### src/rtl/exc_pkg.sv
package exc_pkg;
   localparam int WORD_W    = 32;
   localparam int CRS_LO    = 10;
   localparam int CRS_W     = 6;
   localparam int ADDR_W    = 3;
   localparam logic [WORD_W-1:0] LIVE_MASK = 32'h00FF_FFFF;
   localparam logic [WORD_W-1:0] ENTRY_CLR = 32'h0000_0007;

   typedef enum logic [ADDR_W-1:0] {
      SEL_STATUS  = 3'd0,
      SEL_ESAVE   = 3'd1,
      SEL_BSAVE   = 3'd2,
      SEL_IMASK   = 3'd3
   } csr_sel_e;

   typedef enum logic [2:0] {
      EV_NONE  = 3'd0,
      EV_SWWR  = 3'd1,
      EV_EXC   = 3'd2,
      EV_BRK   = 3'd3,
      EV_ERET  = 3'd4,
      EV_BRET  = 3'd5
   } st_ev_e;
endpackage

### src/rtl/exc_event_arb.sv
module exc_event_arb
   import exc_pkg::*;
(
   input  logic   exc_take_i,
   input  logic   brk_take_i,
   input  logic   eret_i,
   input  logic   bret_i,
   input  logic   sw_wr_i,
   output st_ev_e ev_o
);
   always_comb begin
      if (bret_i)           ev_o = EV_BRET;
      else if (eret_i)      ev_o = EV_ERET;
      else if (brk_take_i)  ev_o = EV_BRK;
      else if (exc_take_i)  ev_o = EV_EXC;
      else if (sw_wr_i)     ev_o = EV_SWWR;
      else                  ev_o = EV_NONE;
   end
endmodule

### src/rtl/exc_status_regs.sv
module exc_status_regs
   import exc_pkg::*;
#(
   parameter int W = WORD_W
) (
   input  logic         clk,
   input  logic         rst_n,
   input  st_ev_e       ev_i,
   input  logic         esave_wr_i,
   input  logic         bsave_wr_i,
   input  logic [W-1:0] wdata_i,
   input  logic [W-1:0] sstatus_i,
   output logic [W-1:0] status_o,
   output logic [W-1:0] esave_o,
   output logic [W-1:0] bsave_o
);
   localparam logic [W-1:0] MASK = LIVE_MASK[W-1:0];
   localparam logic [W-1:0] CLR  = ENTRY_CLR[W-1:0];

   generate
      if (W != WORD_W) begin : g_bad_width
         $error("exc_status_regs: W must equal WORD_W");
      end
   endgenerate

   logic [W-1:0]     status_q, esave_q, bsave_q, status_d;
   logic [CRS_W-1:0] crs;

   assign crs = status_q[CRS_LO +: CRS_W];

   always_comb begin
      unique case (ev_i)
         EV_BRET: status_d = bsave_q;
         EV_ERET: status_d = (crs == '0) ? esave_q : (sstatus_i & MASK);
         EV_BRK,
         EV_EXC:  status_d = status_q & ~CLR;
         EV_SWWR: status_d = wdata_i & MASK;
         default: status_d = status_q;
      endcase
   end

   always_ff @(posedge clk or negedge rst_n) begin
      if (!rst_n) begin
         status_q <= '0;
         esave_q  <= '0;
         bsave_q  <= '0;
      end else begin
         status_q <= status_d;
         if (ev_i == EV_EXC)   esave_q <= status_q;
         else if (esave_wr_i)  esave_q <= wdata_i & MASK;
         if (ev_i == EV_BRK)   bsave_q <= status_q;
         else if (bsave_wr_i)  bsave_q <= wdata_i & MASK;
      end
   end

   assign status_o = status_q;
   assign esave_o  = esave_q;
   assign bsave_o  = bsave_q;

   AST_EXC_SAVE: assert property (@(posedge clk) disable iff (!rst_n)
      ev_i == EV_EXC |=> esave_q == $past(status_q) && status_q[2:0] == 3'b000);
   AST_BRK_SAVE: assert property (@(posedge clk) disable iff (!rst_n)
      ev_i == EV_BRK |=> bsave_q == $past(status_q) && status_q[2:0] == 3'b000);
   AST_BRET_RESTORE: assert property (@(posedge clk) disable iff (!rst_n)
      ev_i == EV_BRET |=> status_q == $past(bsave_q));
   AST_ERET_ESAVE: assert property (@(posedge clk) disable iff (!rst_n)
      (ev_i == EV_ERET && crs == '0) |=> status_q == $past(esave_q));
   AST_ERET_SHADOW: assert property (@(posedge clk) disable iff (!rst_n)
      (ev_i == EV_ERET && crs != '0) |=> status_q == ($past(sstatus_i) & MASK));
   AST_UPPER_ZERO: assert property (@(posedge clk) disable iff (!rst_n)
      (status_q & ~MASK) == '0 && (esave_q & ~MASK) == '0 && (bsave_q & ~MASK) == '0);
endmodule

### src/rtl/exc_irq_bank.sv
module exc_irq_bank #(
   parameter int IRQ_N        = 32,
   parameter bit HAS_IRQ_CTRL = 1'b1
) (
   input  logic             clk,
   input  logic             rst_n,
   input  logic             we_i,
   input  logic [IRQ_N-1:0] wdata_i,
   input  logic [IRQ_N-1:0] irq_i,
   input  logic             pie_i,
   output logic [IRQ_N-1:0] mask_o,
   output logic [IRQ_N-1:0] pend_o,
   output logic             take_o
);
   generate
      if (IRQ_N < 1 || IRQ_N > 32) begin : g_bad_n
         $error("exc_irq_bank: IRQ_N must be 1..32");
      end

      if (HAS_IRQ_CTRL) begin : g_ctrl
         logic [IRQ_N-1:0] mask_q;
         always_ff @(posedge clk or negedge rst_n) begin
            if (!rst_n)    mask_q <= '0;
            else if (we_i) mask_q <= wdata_i;
         end
         assign mask_o = mask_q;
      end else begin : g_no_ctrl
         logic unused_nc;
         assign unused_nc = ^{we_i, wdata_i, clk};
         assign mask_o = '0;
      end
   endgenerate

   assign pend_o = irq_i & mask_o;
   assign take_o = pie_i & (|pend_o);

   AST_PEND_SUBSET: assert property (@(posedge clk) disable iff (!rst_n)
      (pend_o & ~irq_i) == '0);
   AST_TAKE_NEEDS_PIE: assert property (@(posedge clk) disable iff (!rst_n)
      take_o |-> pie_i && pend_o != '0);
endmodule

### src/rtl/exc_status_unit.sv
module exc_status_unit
   import exc_pkg::*;
#(
   parameter int IRQ_N        = 32,
   parameter bit HAS_IRQ_CTRL = 1'b1
) (
   input  logic               clk,
   input  logic               rst_n,
   input  logic               exc_take_i,
   input  logic               brk_take_i,
   input  logic               eret_i,
   input  logic               bret_i,
   input  logic               csr_we_i,
   input  logic [ADDR_W-1:0]  csr_addr_i,
   input  logic [WORD_W-1:0]  csr_wdata_i,
   output logic [WORD_W-1:0]  csr_rdata_o,
   input  logic [WORD_W-1:0]  sstatus_i,
   input  logic [IRQ_N-1:0]   irq_i,
   output logic [WORD_W-1:0]  status_o,
   output logic               pie_o,
   output logic [CRS_W-1:0]   crs_o,
   output logic [IRQ_N-1:0]   irq_pend_o,
   output logic               irq_take_o
);
   st_ev_e            ev;
   logic              sel_status, sel_esave, sel_bsave, sel_imask;
   logic [WORD_W-1:0] status_w, esave_w, bsave_w;
   logic [IRQ_N-1:0]  imask_w;

   assign sel_status = csr_addr_i == SEL_STATUS;
   assign sel_esave  = csr_addr_i == SEL_ESAVE;
   assign sel_bsave  = csr_addr_i == SEL_BSAVE;
   assign sel_imask  = csr_addr_i == SEL_IMASK;

   exc_event_arb u_arb (
      .exc_take_i (exc_take_i),
      .brk_take_i (brk_take_i),
      .eret_i     (eret_i),
      .bret_i     (bret_i),
      .sw_wr_i    (csr_we_i && sel_status),
      .ev_o       (ev)
   );

   exc_status_regs #(.W(WORD_W)) u_regs (
      .clk        (clk),
      .rst_n      (rst_n),
      .ev_i       (ev),
      .esave_wr_i (csr_we_i && sel_esave),
      .bsave_wr_i (csr_we_i && sel_bsave),
      .wdata_i    (csr_wdata_i),
      .sstatus_i  (sstatus_i),
      .status_o   (status_w),
      .esave_o    (esave_w),
      .bsave_o    (bsave_w)
   );

   exc_irq_bank #(.IRQ_N(IRQ_N), .HAS_IRQ_CTRL(HAS_IRQ_CTRL)) u_irq (
      .clk     (clk),
      .rst_n   (rst_n),
      .we_i    (csr_we_i && sel_imask),
      .wdata_i (csr_wdata_i[IRQ_N-1:0]),
      .irq_i   (irq_i),
      .pie_i   (status_w[0]),
      .mask_o  (imask_w),
      .pend_o  (irq_pend_o),
      .take_o  (irq_take_o)
   );

   always_comb begin
      csr_rdata_o = '0;
      if (sel_status)     csr_rdata_o = status_w;
      else if (sel_esave) csr_rdata_o = esave_w;
      else if (sel_bsave) csr_rdata_o = bsave_w;
      else if (sel_imask) csr_rdata_o = WORD_W'(imask_w);
   end

   assign status_o = status_w;
   assign pie_o    = status_w[0];
   assign crs_o    = status_w[CRS_LO +: CRS_W];

   AST_BRET_WINS: assert property (@(posedge clk) disable iff (!rst_n)
      bret_i |-> ev == EV_BRET);
   AST_ERET_OVER_ENTRY: assert property (@(posedge clk) disable iff (!rst_n)
      (eret_i && !bret_i) |-> ev == EV_ERET);
endmodule

### config.mk
export PLATFORM = sky130hd
export DESIGN_NAME = exc_status_unit
export DESIGN_NICKNAME = d
export VERILOG_FILES = /design/src/rtl/exc_pkg.sv /design/src/rtl/exc_event_arb.sv /design/src/rtl/exc_status_regs.sv /design/src/rtl/exc_irq_bank.sv /design/src/rtl/exc_status_unit.sv
export SDC_FILE = /design/constraint.sdc
export NUM_CORES = 1
export LEC_CHECK = 0
export ABC_CLOCK_PERIOD_IN_PS = 5100
export BUFFER_PORTS_ARGS = -buffer_cell sky130_fd_sc_hd__buf_2
export CAP_MARGIN = 25
export CORE_MARGIN = 4
export CORE_UTILIZATION = 57
export DETAILED_ROUTE_END_ITERATION = 10
export PLACE_DENSITY = 0.91
export SKIP_LAST_GASP = 1
export SYNTH_ARGS = -nofsm -noshare
export SYNTH_HDL_FRONTEND = slang
export SYNTH_HIERARCHICAL = 1
export SYNTH_SLANG_ARGS = --single-unit
### constraint.sdc
create_clock -name clk -period 5.1 [get_ports clk]
set_clock_uncertainty 0.2 [all_clocks]
set_input_delay 0.51 -clock clk [delete_from_list [all_inputs] [get_ports clk]]
set_output_delay 0.51 -clock clk [all_outputs]
set_load 0.005 [all_outputs]
# Yosys cells after proc, flatten, opt, wreduce, memory -nomap -nowiden
# Cells that the tools add are included.
# W data, S select, Z words.
[word_totals]
regBits = 128
inputBits = 106
out_inout_bits = 104
wordCells = 44
[op_classes]
eq_ne = 8
muxes = 15
n_bitwise = 3
n_reduce_logical = 13
[op_table]
columns = ["op", "count"]
rows = [
  ["$mux W32", 9],
  ["$pmux W32 S4", 1],
  ["$and A32 B32 Y32", 1],
  ["$reduce_or A32 Y1", 1],
  ["$eq A3 B2 Y1 const B", 4],
  ["$mux W3", 4],
  ["$eq A3 B1 Y1 const B", 2],
  ["$eq A3 B3 Y1 const B", 2],
  ["$logic_not A6 Y1", 1],
  ["$logic_and A1 B1 Y1", 4],
  ["$reduce_bool A2 Y1", 2],
  ["$reduce_bool A4 Y1", 1],
  ["$logic_not A3 Y1", 1],
  ["$reduce_bool A3 Y1", 1],
  ["$reduce_and A2 Y1", 1],
  ["$reduce_or A2 Y1", 1],
  ["$and A1 B1 Y1", 1],
  ["$mux W1", 1],
  ["$not A1 Y1", 1],
]

# Depth between registers and ports, before layout
# Gate-level depths: netlist of run 1.
[depth]
depth_word = 11
ltp_mapped = 12
depth_no_buf = 7

# Cells and area by module
# Netlist of run 1, hierarchy kept.
[by_module_without_submodules]
columns = ["mod", "instances", "cells_each", "area_per_inst_um2", "seq_area_each_um2"]
rows = [
  ["exc_status_regs", 1, 512, 4958.5, 2402.3],
  ["exc_irq_bank", 1, 113, 1475.2, 800.8],
  ["exc_status_unit", 1, 124, 1163.6, 0.0],
  ["exc_event_arb", 1, 6, 38.8, 0.0],
]

# Worst setup path after synthesis of run 1
# No wires, ideal clock.
[synth_timing]
path_type = "input-to-output"
startpoint = "input irq_i[24]"
endpoint = "output irq_take_o"
arrival_time_ns = 1.985
required_time_ns = 4.390
slack_ns = 2.405
cell_stages = 4
path_buffers = 0
cell_sequence = "and2_1 or4_1 or4_1 o41a_1"
[synth_via]
elab_chain_len = 3
[synth_lines]
columns = ["element", "line_no", "text"]
rows = [
  ["from (decl)", "exc_status_unit.sv:18", "input logic [IRQ_N-1:0] irq_i,"],
  ["$and A32 B32 Y32", "exc_irq_bank.sv:34", "assign pend_o = irq_i & mask_o;"],
  ["$reduce_or A32 Y1", "exc_irq_bank.sv:35", "assign take_o = pie_i & (|pend_o);"],
  ["$and A1 B1 Y1", "exc_irq_bank.sv:35", ""],
  ["to (decl)", "exc_status_unit.sv:23", "output logic irq_take_o"],
]
# Every way passes these cells.

# Final worst setup path of run 1
[layout_timing]
startpoint = "input csr_addr_i[0]"
endpoint = "register u_regs.bsave_q[5] (netlist: u_regs/bsave_o[5])"
[layout_via]
elab_chain_len = 9
elab_cells_between_ends = 12
cone_classes = "2 x eq/ne; 6 x mux; 4 x reduce/logical"
[layout_lines]
columns = ["element", "line_no", "text"]
rows = [
  ["from (decl)", "exc_status_unit.sv:14", "input logic [ADDR_W-1:0] csr_addr_i,"],
  ["$logic_not A3 Y1 *", "exc_status_unit.sv:30", "assign sel_status = csr_addr_i == SEL_STATUS;"],
  ["$logic_and A1 B1 Y1 *", "exc_status_unit.sv:40", ".sw_wr_i (csr_we_i && sel_status),"],
  ["$mux W1 *", "exc_event_arb.sv:16", "else if (sw_wr_i) ev_o = EV_SWWR;"],
  ["$mux W3 *", "exc_event_arb.sv:15", "else if (exc_take_i) ev_o = EV_EXC;"],
  ["$mux W3 *", "exc_event_arb.sv:14", "else if (brk_take_i) ev_o = EV_BRK;"],
  ["$mux W3 *", "exc_event_arb.sv:13", "else if (eret_i) ev_o = EV_ERET;"],
  ["$mux W3 *", "exc_event_arb.sv:12", "if (bret_i) ev_o = EV_BRET;"],
  ["named net ev[0]", "exc_status_unit.sv:25", "st_ev_e ev;"],
  ["$eq A3 B2 Y1 *", "exc_status_regs.sv:51", "if (ev_i == EV_BRK) bsave_q <= status_q;"],
  ["$mux W32 / $reduce_bool A2 Y1 (equally long branches)", "--", ""],
  ["to (signal assigned)", "exc_status_regs.sv:51", ""],
  ["to (signal assigned)", "exc_status_regs.sv:52", "else if (bsave_wr_i) bsave_q <= wdata_i & MASK;"],
  ["to (decl)", "exc_status_regs.sv:26", "logic [W-1:0] status_q, esave_q, bsave_q, status_d;"],
]
# Mark *: on every way through the listed nets, which the timed path passes. The rest lies on a longest branch.
# A chain may end at the register's enable or synchronous reset.

==> metrics.md, run 1 <==
| Metric | Value |
|---|---|
| Wire per inst | `21.5 µm` |
| Die H | `124 µm` |
| Routed vias/inst | `6.32` |
| Initial Utilization | `0.579` |
| Max_slew headroom | `0.316` |
| Crit-path cells | `buf_4 > nor4b_1 > nor3b_1 > a211o_1 > nand2b_1 > nor2_4 > buf_4 > o21ai_0` |
| Fraction of registers with async set/reset | `1.00` |
| Vias | `6999` |
| Post-layout min period | `3.43 ns` |
| Crit-path slowest cell | `nor4b_1` |
| Gate Count Post-Synth | `755` |
| Final WS setup | `1.67 ns` |
| Vias in the first global route | `6874` |
| Number of port buffers | `201` |
| Post-CTS Setup Bufs | `0` |
| Row count | `42` |
| MaxCap Viol Count | `0` |
| CP dominant cell by count | `buf_4` |
| Post-Syn Area | `7640 µm²` |
| Final Slew Violations | `0` |
| Setup Slack @ Placement | `1.36 ns` |
| CP required | `5.17 ns` |
| Clock Sinks | `128` |
| Leak | `4.23 nW` |
| Commonest non-fill, non-tap cells in the layout | `buf_2, dfrtp_1, nand2_1` |
| Worst setup path class | `in2reg` |
| RSZ-0062 raised after global routing | `no` |
| Synth top area cells | `dfrtp_1, mux2i_1, nand2_1` |
| Die Wd | `124 µm` |
| Drt total wl | `23800 µm` |
| Status | `finished, final reports clean` |
| Initial antenna violation count | `0` |
| Largest net degree at the start of global routing | `49` |
| Max VDD drop | `200 µV` |
| Clock transition at path regs | `0.05 ns` |
| Synth Flop Type | `dfrtp_1` |
| Post-synthesis cell type count | `48` |
| Crit Path Max Fanout | `33` |
| Post-DP HPWL | `15100 µm` |
| Antenna Cells | `0` |
| Die ar. | `15300 µm²` |
| Proportion of netlist area held by the largest area contributor | `0.419` |
| Max Clk Rate | `291 MHz` |
| Final ANT Viol Nets | `0` |
| Synth Area per Inst | `10.1 µm²` |
| GRT overflow | `0` |
| Ys Warns | `6` |
| Hold/Removal Path Class | `in2reg` |
| CTS Buf Count | `17` |
| Initial DRC count | `826` |
| Cells resized by post-CTS repair | `0` |
| Fin. Hold Viols | `0` |
| Crit path launch type | `primary input` |
| P&R area growth vs syn | `19.1%` |
| Clock latency at the later pin of the worst-skew pair | `0.42 ns` |
| CTS root buffer | `clkbuf_16` |
| Sequential share of the synthesized area | `0.419` |
| Initial DRT Pass Iterations | `5` |
| Layout cells sized above 1 | `0.330` |
| Num ports | `210` |
| Period utilisation layout | `0.673` |
| Setup tns final | `0 ns` |
| EDFF count, synth | `0` |
| Tot GR Track Use | `0.311` |
| Largest area contributor in the netlist | `dfrtp_1` |
| Gpl congestion | `0.799` |
| CTS tree | `built` |
| Residual DRC | `0` |
| Clock Tree Buf Depth | `2` |
| H-tree Lvls | `4` |
| Commonest non-fill, non-tap cell in the layout | `buf_2` |
| #FFs+latches synth | `128` |
| First-pass GRT wire length | `36200 µm` |
| Core Area | `13200 µm²` |
| # hold bufs at CTS | `1` |
| PD cells | `359 nW/µm²` |
| Nets | `1029` |
| Critical Path Sink Type | `flip-flop` |
| Post-Syn Nets | `861` |
| Slowest cell delay on critical path | `0.63 ns` |
| Worst EP arrival | `3.51 ns` |
| Worst Tran Pin Value | `1.03 ns` |
| Final setup fails | `0` |
| Filler cell count | `978` |
[metrics by stage]
| step | util | instances | total power, W | instance area, µm² | hold WS [ns] |
|---|---|---|---|---|---|
| after floorplan | - | 755 | 0.00187 | 7640 | 0.0144 |
| final | 0.690 | 1107 | 0.00327 | 9090 | 0.113 |
| after detailed placement | 0.649 | 1078 | 0.00219 | 8570 | 0.294 |
| after CTS | 0.688 | 1106 | 0.00327 | 9080 | 0.0896 |
| after global routing | 0.690 | 1107 | 0.00343 | 9090 | 0.109 |
| after global placement | 0.648 | 1077 | 0.00215 | 8550 | 0.288 |
[final timing paths]
check	slack, ns	cells past startpoint	from	to
max in group asynchronous	3.22	3	rst_n	u_regs/bsave_o[21]$_DFFE_PN0P_
max reg2reg	2.84	5	u_regs/status_o[10]$_DFFE_PN0P_	u_regs/status_o[16]$_DFFE_PN0P_
min reg2reg	0.30	1	u_irq/mask_o[16]$_DFFE_PN0P_	u_irq/mask_o[16]$_DFFE_PN0P_
min	0.11	2	csr_wdata_i[24]	u_irq/mask_o[24]$_DFFE_PN0P_
max	1.67	8	csr_addr_i[0]	u_regs/bsave_o[5]$_DFFE_PN0P_
min in group asynchronous	0.43	2	rst_n	u_regs/bsave_o[3]$_DFFE_PN0P_
[power breakdown]
group          internal (W)  total [W]  switching, W
logic              0.000389   0.000779      0.000390
clock network      0.000657    0.00106      0.000401
registers           0.00122    0.00143      0.000208
[state kept, by name (all words and copies together), names as in the netlist]
name             count
u_irq/mask_o        32
u_regs/bsave_o      32
u_regs/esave_o      32
u_regs/status_o     32
[logic make-up (layout without fill, tap and decap cells)]
family,after synthesis,count (layout),synth area share
AO/OA/AOI/OAI,174,174,0.150
AND/OR/NAND/NOR,217,217,0.145
flip-flops,128,128,0.419
multiplexers,165,165,0.225
buffers and inverters,71,247,0.0603
[final cells by class]
cell class                      instances  area (µm²)  share of cell area
Clock buffer                           26         499              0.0549
Clock inverter                          1        5.00            0.000550
Inverter                                2        7.51            0.000825
Multi-Input combinational cell        556        4000               0.440
Sequential cell                       128        3200               0.352
Tap cell                              176         220              0.0242
Timing Repair Buffer                  218        1160               0.128
[worst max-delay path: cells and delay by family]
kind	cells	cell delay (ns)
AO/OA/AOI/OAI	2	0.61
buffers and inverters	2	0.71
AND/OR/NAND/NOR	4	1.64
[synthesized netlist by cell type (4+ instances only)]
cell type / number
buf_2: 19
nor2_1: 5
mux2i_1: 112
buf_4: 17
o22ai_1: 46
mux2_1: 13
clkbuf_1: 18
o21ai_0: 55
nand2b_1: 10
and3_1: 8
mux2_2: 40
a31oi_1: 24
nand2_1: 122
or4_1: 8
and2_1: 31
a221o_1: 8
o22ai_2: 10
dfrtp_1: 128
or2_2: 4
a211o_1: 4
nand3b_1: 8
buf_6: 7
o31ai_1: 21
[metal layers]
layer / share of wire / global-route usage / vias up
li1: - / - / 3094
met1: 0.37 / 0.388 / 3330
met2: 0.48 / 0.509 / 475
met3: 0.11 / 0.0704 / 100
met4: 0.039 / 0.155 / 0
met5: 0 / 0 / -
No activity file was read; power rests on OpenSTA's default activity.
==> run 2, diff against run 1 <==
- ABC_CLOCK_PERIOD_IN_PS: 5100 -> 2850
- CORE_UTILIZATION: 57 -> 48
- PLACE_DENSITY: 0.91 -> 0.82
- clock period: 5.1 -> 2.85 ns (I/O delays scaled with it)
==> run 2 against run 1 <==
  * The run now ends with setup timing left
  * Sequential power increased by 78%
  * Via count increased by 3.3%
  * Die area increased by 17%
  * Largest power group unchanged
  * Final area up 9.5%
  * Worst hold slack improved by 0.14 ns
  * Routed wire length up 4.3%
  * Global-route usage down 3.7 points
  * Largest cell class unchanged
  * Register-to-register slack worse by 1.9 ns
==> metrics.md, run 2 (synthesis gave the netlist of run 1 again) <==
| Metric | Value |
|---|---|
| Status | `complete, but fails checks` |
| Violated checks | `setup timing` |
| Final setup fails | `1` |
| Initial Utilization | `0.497` |
| Max VDD drop | `402 µV` |
| Max_slew headroom | `0.458` |
| Antenna Cells | `0` |
| Worst reg2reg path depth | `5` |
| Area of the multi-input gates | `4020 µm²` |
| CTS root buffer | `clkbuf_16` |
| Die H | `134 µm` |
| H-tree Lvls | `4` |
| Crit path launch type | `flip-flop` |
| Initial DRT Pass Iterations | `6` |
| CP required | `2.37 ns` |
| Initial DRC count | `446` |
| RSZ-0062 raised after global routing | `yes` |
| Fin. Hold Viols | `0` |
| Routed vias/inst | `5.94` |
| Clock Tree Buf Depth | `2` |
| Largest net degree at the start of global routing | `129` |
| Hold/Removal Path Class | `in2async` |
| Die Wd | `134 µm` |
| Commonest non-fill, non-tap cells in the layout | `buf_2, dfrtp_1, nand2_1` |
| FF-to-FF End | `u_regs/status_o[8]$_DFFE_PN0P_` |
| Worst EP arrival | `2.56 ns` |
| Commonest non-fill, non-tap cell in the layout | `buf_2` |
| CP startpoint | `u_irq/mask_o[12]$_DFFE_PN0P_` |
| Gpl congestion | `0.804` |
| Reg2reg start | `u_regs/status_o[10]$_DFFE_PN0P_` |
| Tot GR Track Use | `0.273` |
| Crit Path Max Fanout | `3` |
| Drt total wl | `24800 µm` |
| Period utilisation layout | `1.07` |
| Num ports | `210` |
| Filler cell count | `1217` |
| Final WS setup | `-0.195 ns` |
| First-pass GRT wire length | `38800 µm` |
| Worst Tran Pin Value | `0.812 ns` |
| Number of port buffers | `201` |
| Final Slew Violations | `0` |
| P&R area growth vs syn | `30.5%` |
| Critical Path Sink Type | `output pin` |
| Wire per inst | `20.4 µm` |
| Layout cells sized above 1 | `0.328` |
| MaxCap Viol Count | `0` |
| Leak | `4.59 nW` |
| Post-DP HPWL | `15500 µm` |
| Die ar. | `18000 µm²` |
| Row count | `45` |
| Setup tns final | `-0.195 ns` |
| R2R setup slack | `0.93 ns` |
| Initial antenna violation count | `0` |
| CTS tree | `built` |
| Critical Path End | `irq_take_o` |
| Core Area | `15400 µm²` |
| GRT overflow | `0` |
| Residual DRC | `0` |
| Final ANT Viol Nets | `0` |
| Reg area | `3200 µm²` |
| CTS Buf Count | `17` |
| Worst hold slack | `0.253 ns` |
| Clock transition at path regs | `0.06 ns` |
| Post-layout min period | `3.05 ns` |
| Vias | `7228` |
| Nets | `1099` |
| Clock Sinks | `128` |
| Vias in the first global route | `7258` |
| Max Clk Rate | `328 MHz` |
| PD cells | `621 nW/µm²` |
| Clock latency at the later pin of the worst-skew pair | `0.42 ns` |
| Worst setup path class | `reg2out` |
-- run 2: how the worst min path moves through the flow --
stage	slack (ns)	cells past startpoint	end	from
2_1_floorplan	-0.21	0	u_irq/mask_o[0]$_DFFE_PN0P_	rst_n
3_3_place_gp	0.26	2	u_irq/mask_o[1]$_DFFE_PN0P_	rst_n
3_5_place_dp	0.26	2	u_irq/mask_o[1]$_DFFE_PN0P_	rst_n
4_1_cts	0.31	1	u_irq/mask_o[14]$_DFFE_PN0P_	u_irq/mask_o[14]$_DFFE_PN0P_
5_1_grt	0.33	1	u_irq/mask_o[8]$_DFFE_PN0P_	u_irq/mask_o[8]$_DFFE_PN0P_
6_report	0.25	3	u_regs/esave_o[1]$_DFFE_PN0P_	rst_n
-- run 2: report_power, final --
group / total, W / internal [W] / switching, W
sequential: 0.00254 / 0.00218 / 0.000359
combinational: 0.00149 / 0.000782 / 0.000712
clock: 0.00216 / 0.00137 / 0.000783
total: 0.00619 / 0.00434 / 0.00185
-- run 2: what timing repair did --
action	4_1_cts	5_1_grt
buffers inserted	0	2
endpoints found under the hold margin	186	0
hold buffers	57	0
resized for setup	4	1
pin swaps	0	2
setup endpoints to repair	1	1
-- run 2: layout make-up --
type | count | share of cell area
clock buffers | 26 | 0.0501
flip-flops and latches | 128 | 0.322
multi-input cells | 556 | 0.403
clock inverters | 5 | 0.00779
well taps | 211 | 0.0265
repair buffers | 288 | 0.190
inverters | 2 | 0.000754
-- run 2: routing by layer --
metal / global-route usage / wire length (µm) / vias up
met5: 0 / 0 / -
met4: 0.121 / 674 / 0
met3: 0.0503 / 1970 / 60
met2: 0.461 / 12200 / 400
met1: 0.345 / 9900 / 3527
li1: - / - / 3241
-- run 2: metrics by stage --
step	util	setup slack, ns	total power [W]	cell area [µm²]	instances
floorplan	-	0.530	0.00334	7640	755
global placement	0.571	0.175	0.00388	8780	1126
detailed placement	0.571	0.178	0.00394	8780	1126
CTS	0.647	-0.185	0.00617	9940	1214
global route	0.648	-0.258	0.00650	9960	1216
finish	0.648	-0.195	0.00619	9960	1216
-- run 2: critical path, stage by stage, from the launching register on --
cell	delay (ns)
dfrtp_1	0.40
and2_4	0.15
or4_4	0.54
or4_4	0.53
o41a_1	0.38
buf_2	0.13
==> run 3, diff against run 2 <==
- CORE_UTILIZATION: 48 -> 49
- CTS_BUF_LIST: unset -> sky130_fd_sc_hd__clkbuf_4 sky130_fd_sc_hd__clkbuf_8
- PLACE_DENSITY: 0.82 -> 0.83
- SETUP_SLACK_MARGIN: unset -> 0.05
==> run 3 against run 2 <==
  * The run still ends with setup timing left
  * Flip-flop and latch count is the same
  * Critical endpoint unchanged
  * Register-to-register slack worse by 0.61 ns
  * Non-clock buffer count up 15
  * First-iteration DRC count rose by 51%
  * Clock power fell by 14%
  * Critical path type unchanged
==> metrics.md, run 3 (synthesis gave the netlist of run 1 again) <==
| Metric | Value |
|---|---|
| Initial DRC count | `672` |
| Wire per inst | `20.3 µm` |
| Clock Tree Buf Depth | `2` |
| Leak | `4.58 nW` |
| Number of port buffers | `201` |
| Commonest non-fill, non-tap cells in the layout | `buf_2, dfrtp_1, nand2_1` |
| Crit Path Max Fanout | `3` |
| Num ports | `210` |
| Commonest non-fill, non-tap cell in the layout | `buf_2` |
| Fin. Hold Viols | `0` |
| Reg2reg start | `u_regs/status_o[10]$_DFFE_PN0P_` |
| Violated checks | `setup timing` |
| Layout cells sized above 1 | `0.330` |
| Clock Sinks | `128` |
| Worst Tran Pin Value | `0.655 ns` |
| Initial DRT Pass Iterations | `6` |
| Core Area | `15300 µm²` |
| Drt total wl | `25100 µm` |
| RSZ-0062 raised after global routing | `yes` |
| GRT overflow | `0` |
| CP startpoint | `u_irq/mask_o[12]$_DFFE_PN0P_` |
| CTS root buffer | `clkbuf_8` |
| CP required | `2.37 ns` |
| Row count | `45` |
| Filler cell count | `1176` |
| Max_slew headroom | `0.561` |
| Vias | `7287` |
| CP top delay family | `simple AND/OR/NAND/NOR gates` |
| Largest net degree at the start of global routing | `68` |
| Final ANT Viol Nets | `0` |
| Post-DP HPWL | `15700 µm` |
| Crit-path cells | `and2_1 > or4_4 > or4_4 > o41a_1 > buf_2` |
| Slowest cell delay on critical path | `0.55 ns` |
| Util after Layout | `0.652` |
| Worst setup path class | `reg2out` |
| Post-layout min period | `3.06 ns` |
| CTS tree | `built` |
| CP bufs+invs | `1` |
| P&R area growth vs syn | `30.3%` |
| Die H | `133 µm` |
| Period utilisation layout | `1.07` |
| Residual DRC | `0` |
| Crit-path slowest cell | `or4_4` |
| Antenna Cells | `0` |
| Nets | `1114` |
| H-tree Lvls | `4` |
| Critical Path Sink Type | `output pin` |
| Worst EP arrival | `2.57 ns` |
| Final Slew Violations | `0` |
| MaxCap Viol Count | `0` |
| Clock transition at path regs | `0.08 ns` |
| Gpl congestion | `0.844` |
| Worst hold slack | `0.175 ns` |
| Final WS setup | `-0.209 ns` |
| Max VDD drop | `440 µV` |
| PD cells | `599 nW/µm²` |
| Initial Utilization | `0.500` |
| First-pass GRT wire length | `39400 µm` |
| Crit path launch type | `flip-flop` |
| Die ar. | `17600 µm²` |
| Routed vias/inst | `5.91` |
| Final setup fails | `1` |
| Max Clk Rate | `327 MHz` |
| CTS Buf Count | `17` |
| Vias in the first global route | `7360` |
| Hold/Removal Path Class | `in2async` |
| CP dominant cell by count | `or4_4` |
| Status | `complete, but fails checks` |
| Clock latency at the later pin of the worst-skew pair | `0.45 ns` |
| Initial antenna violation count | `0` |
| Die Wd | `133 µm` |
| Tot GR Track Use | `0.281` |
[run 3: power by group]
part | total, W | internal, W | switching, W
registers | 0.00255 | 0.00218 | 0.000371
logic | 0.00156 | 0.000829 | 0.000726
clock network | 0.00186 | 0.00111 | 0.000741
total | 0.00596 | 0.00412 | 0.00184
[run 3: stage by stage]
stage / TNS [ns] / total power [W] / instances / cell area, µm² / worst slack, ns
final: -0.209 / 0.00596 / 1232 / 9950 / -0.209
after global routing: -0.263 / 0.00625 / 1232 / 9950 / -0.263
after CTS: -0.205 / 0.00594 / 1232 / 9950 / -0.205
after detailed placement: 0 / 0.00395 / 1128 / 8750 / 0.158
after global placement: 0 / 0.00389 / 1128 / 8750 / 0.181
after floorplan: 0 / 0.00334 / 755 / 7640 / 0.530
[run 3: final timing paths]
kind	slack, ns	depth (start not counted)	to
setup / recovery	-0.21	5	irq_take_o
hold / removal	0.17	2	u_regs/status_o[5]$_DFFE_PN0P_
setup reg to reg	0.32	6	u_regs/status_o[6]$_DFFE_PN0P_
hold reg to reg	0.31	1	u_irq/mask_o[5]$_DFFE_PN0P_
max in group asynchronous	1.44	3	u_regs/esave_o[19]$_DFFE_PN0P_
min in group clk	0.31	1	u_irq/mask_o[5]$_DFFE_PN0P_
[run 3: final cells by class]
class / count / area (µm²) / share of cell area
flip-flops and latches: 128 / 3200 / 0.322
repair buffers: 303 / 1990 / 0.200
inverters: 2 / 7.51 / 0.000755
clock buffers: 22 / 284 / 0.0285
well taps: 211 / 264 / 0.0265
clock inverters: 10 / 183 / 0.0184
multi-input cells: 556 / 4020 / 0.404
[run 3: what timing repair did]
| item | CTS | global route |
|---|---|---|
| gates resized for setup | 4 | 1 |
| endpoints found under the hold margin | 129 | 0 |
| setup buffers | 1 | 0 |
| endpoints found under the setup margin | 1 | 15 |
| hold buffers | 71 | 0 |
[run 3: metal layers]
layer,routed length [µm],track usage,vias to the layer above
li1,-,-,3265
met1,9930,0.363,3480
met2,12300,0.466,473
met3,2270,0.0654,69
met4,577,0.0970,0
met5,0,0,-
[run 3: worst reg2reg max path, stage by stage (launching register included)]
cell	delay, ns
dfrtp_1	0.48
nor4_2	0.34
nand2_1	0.27
buf_4	0.32
nand2_1	0.13
a31oi_1	0.09
dlygate4sd3_1	0.59
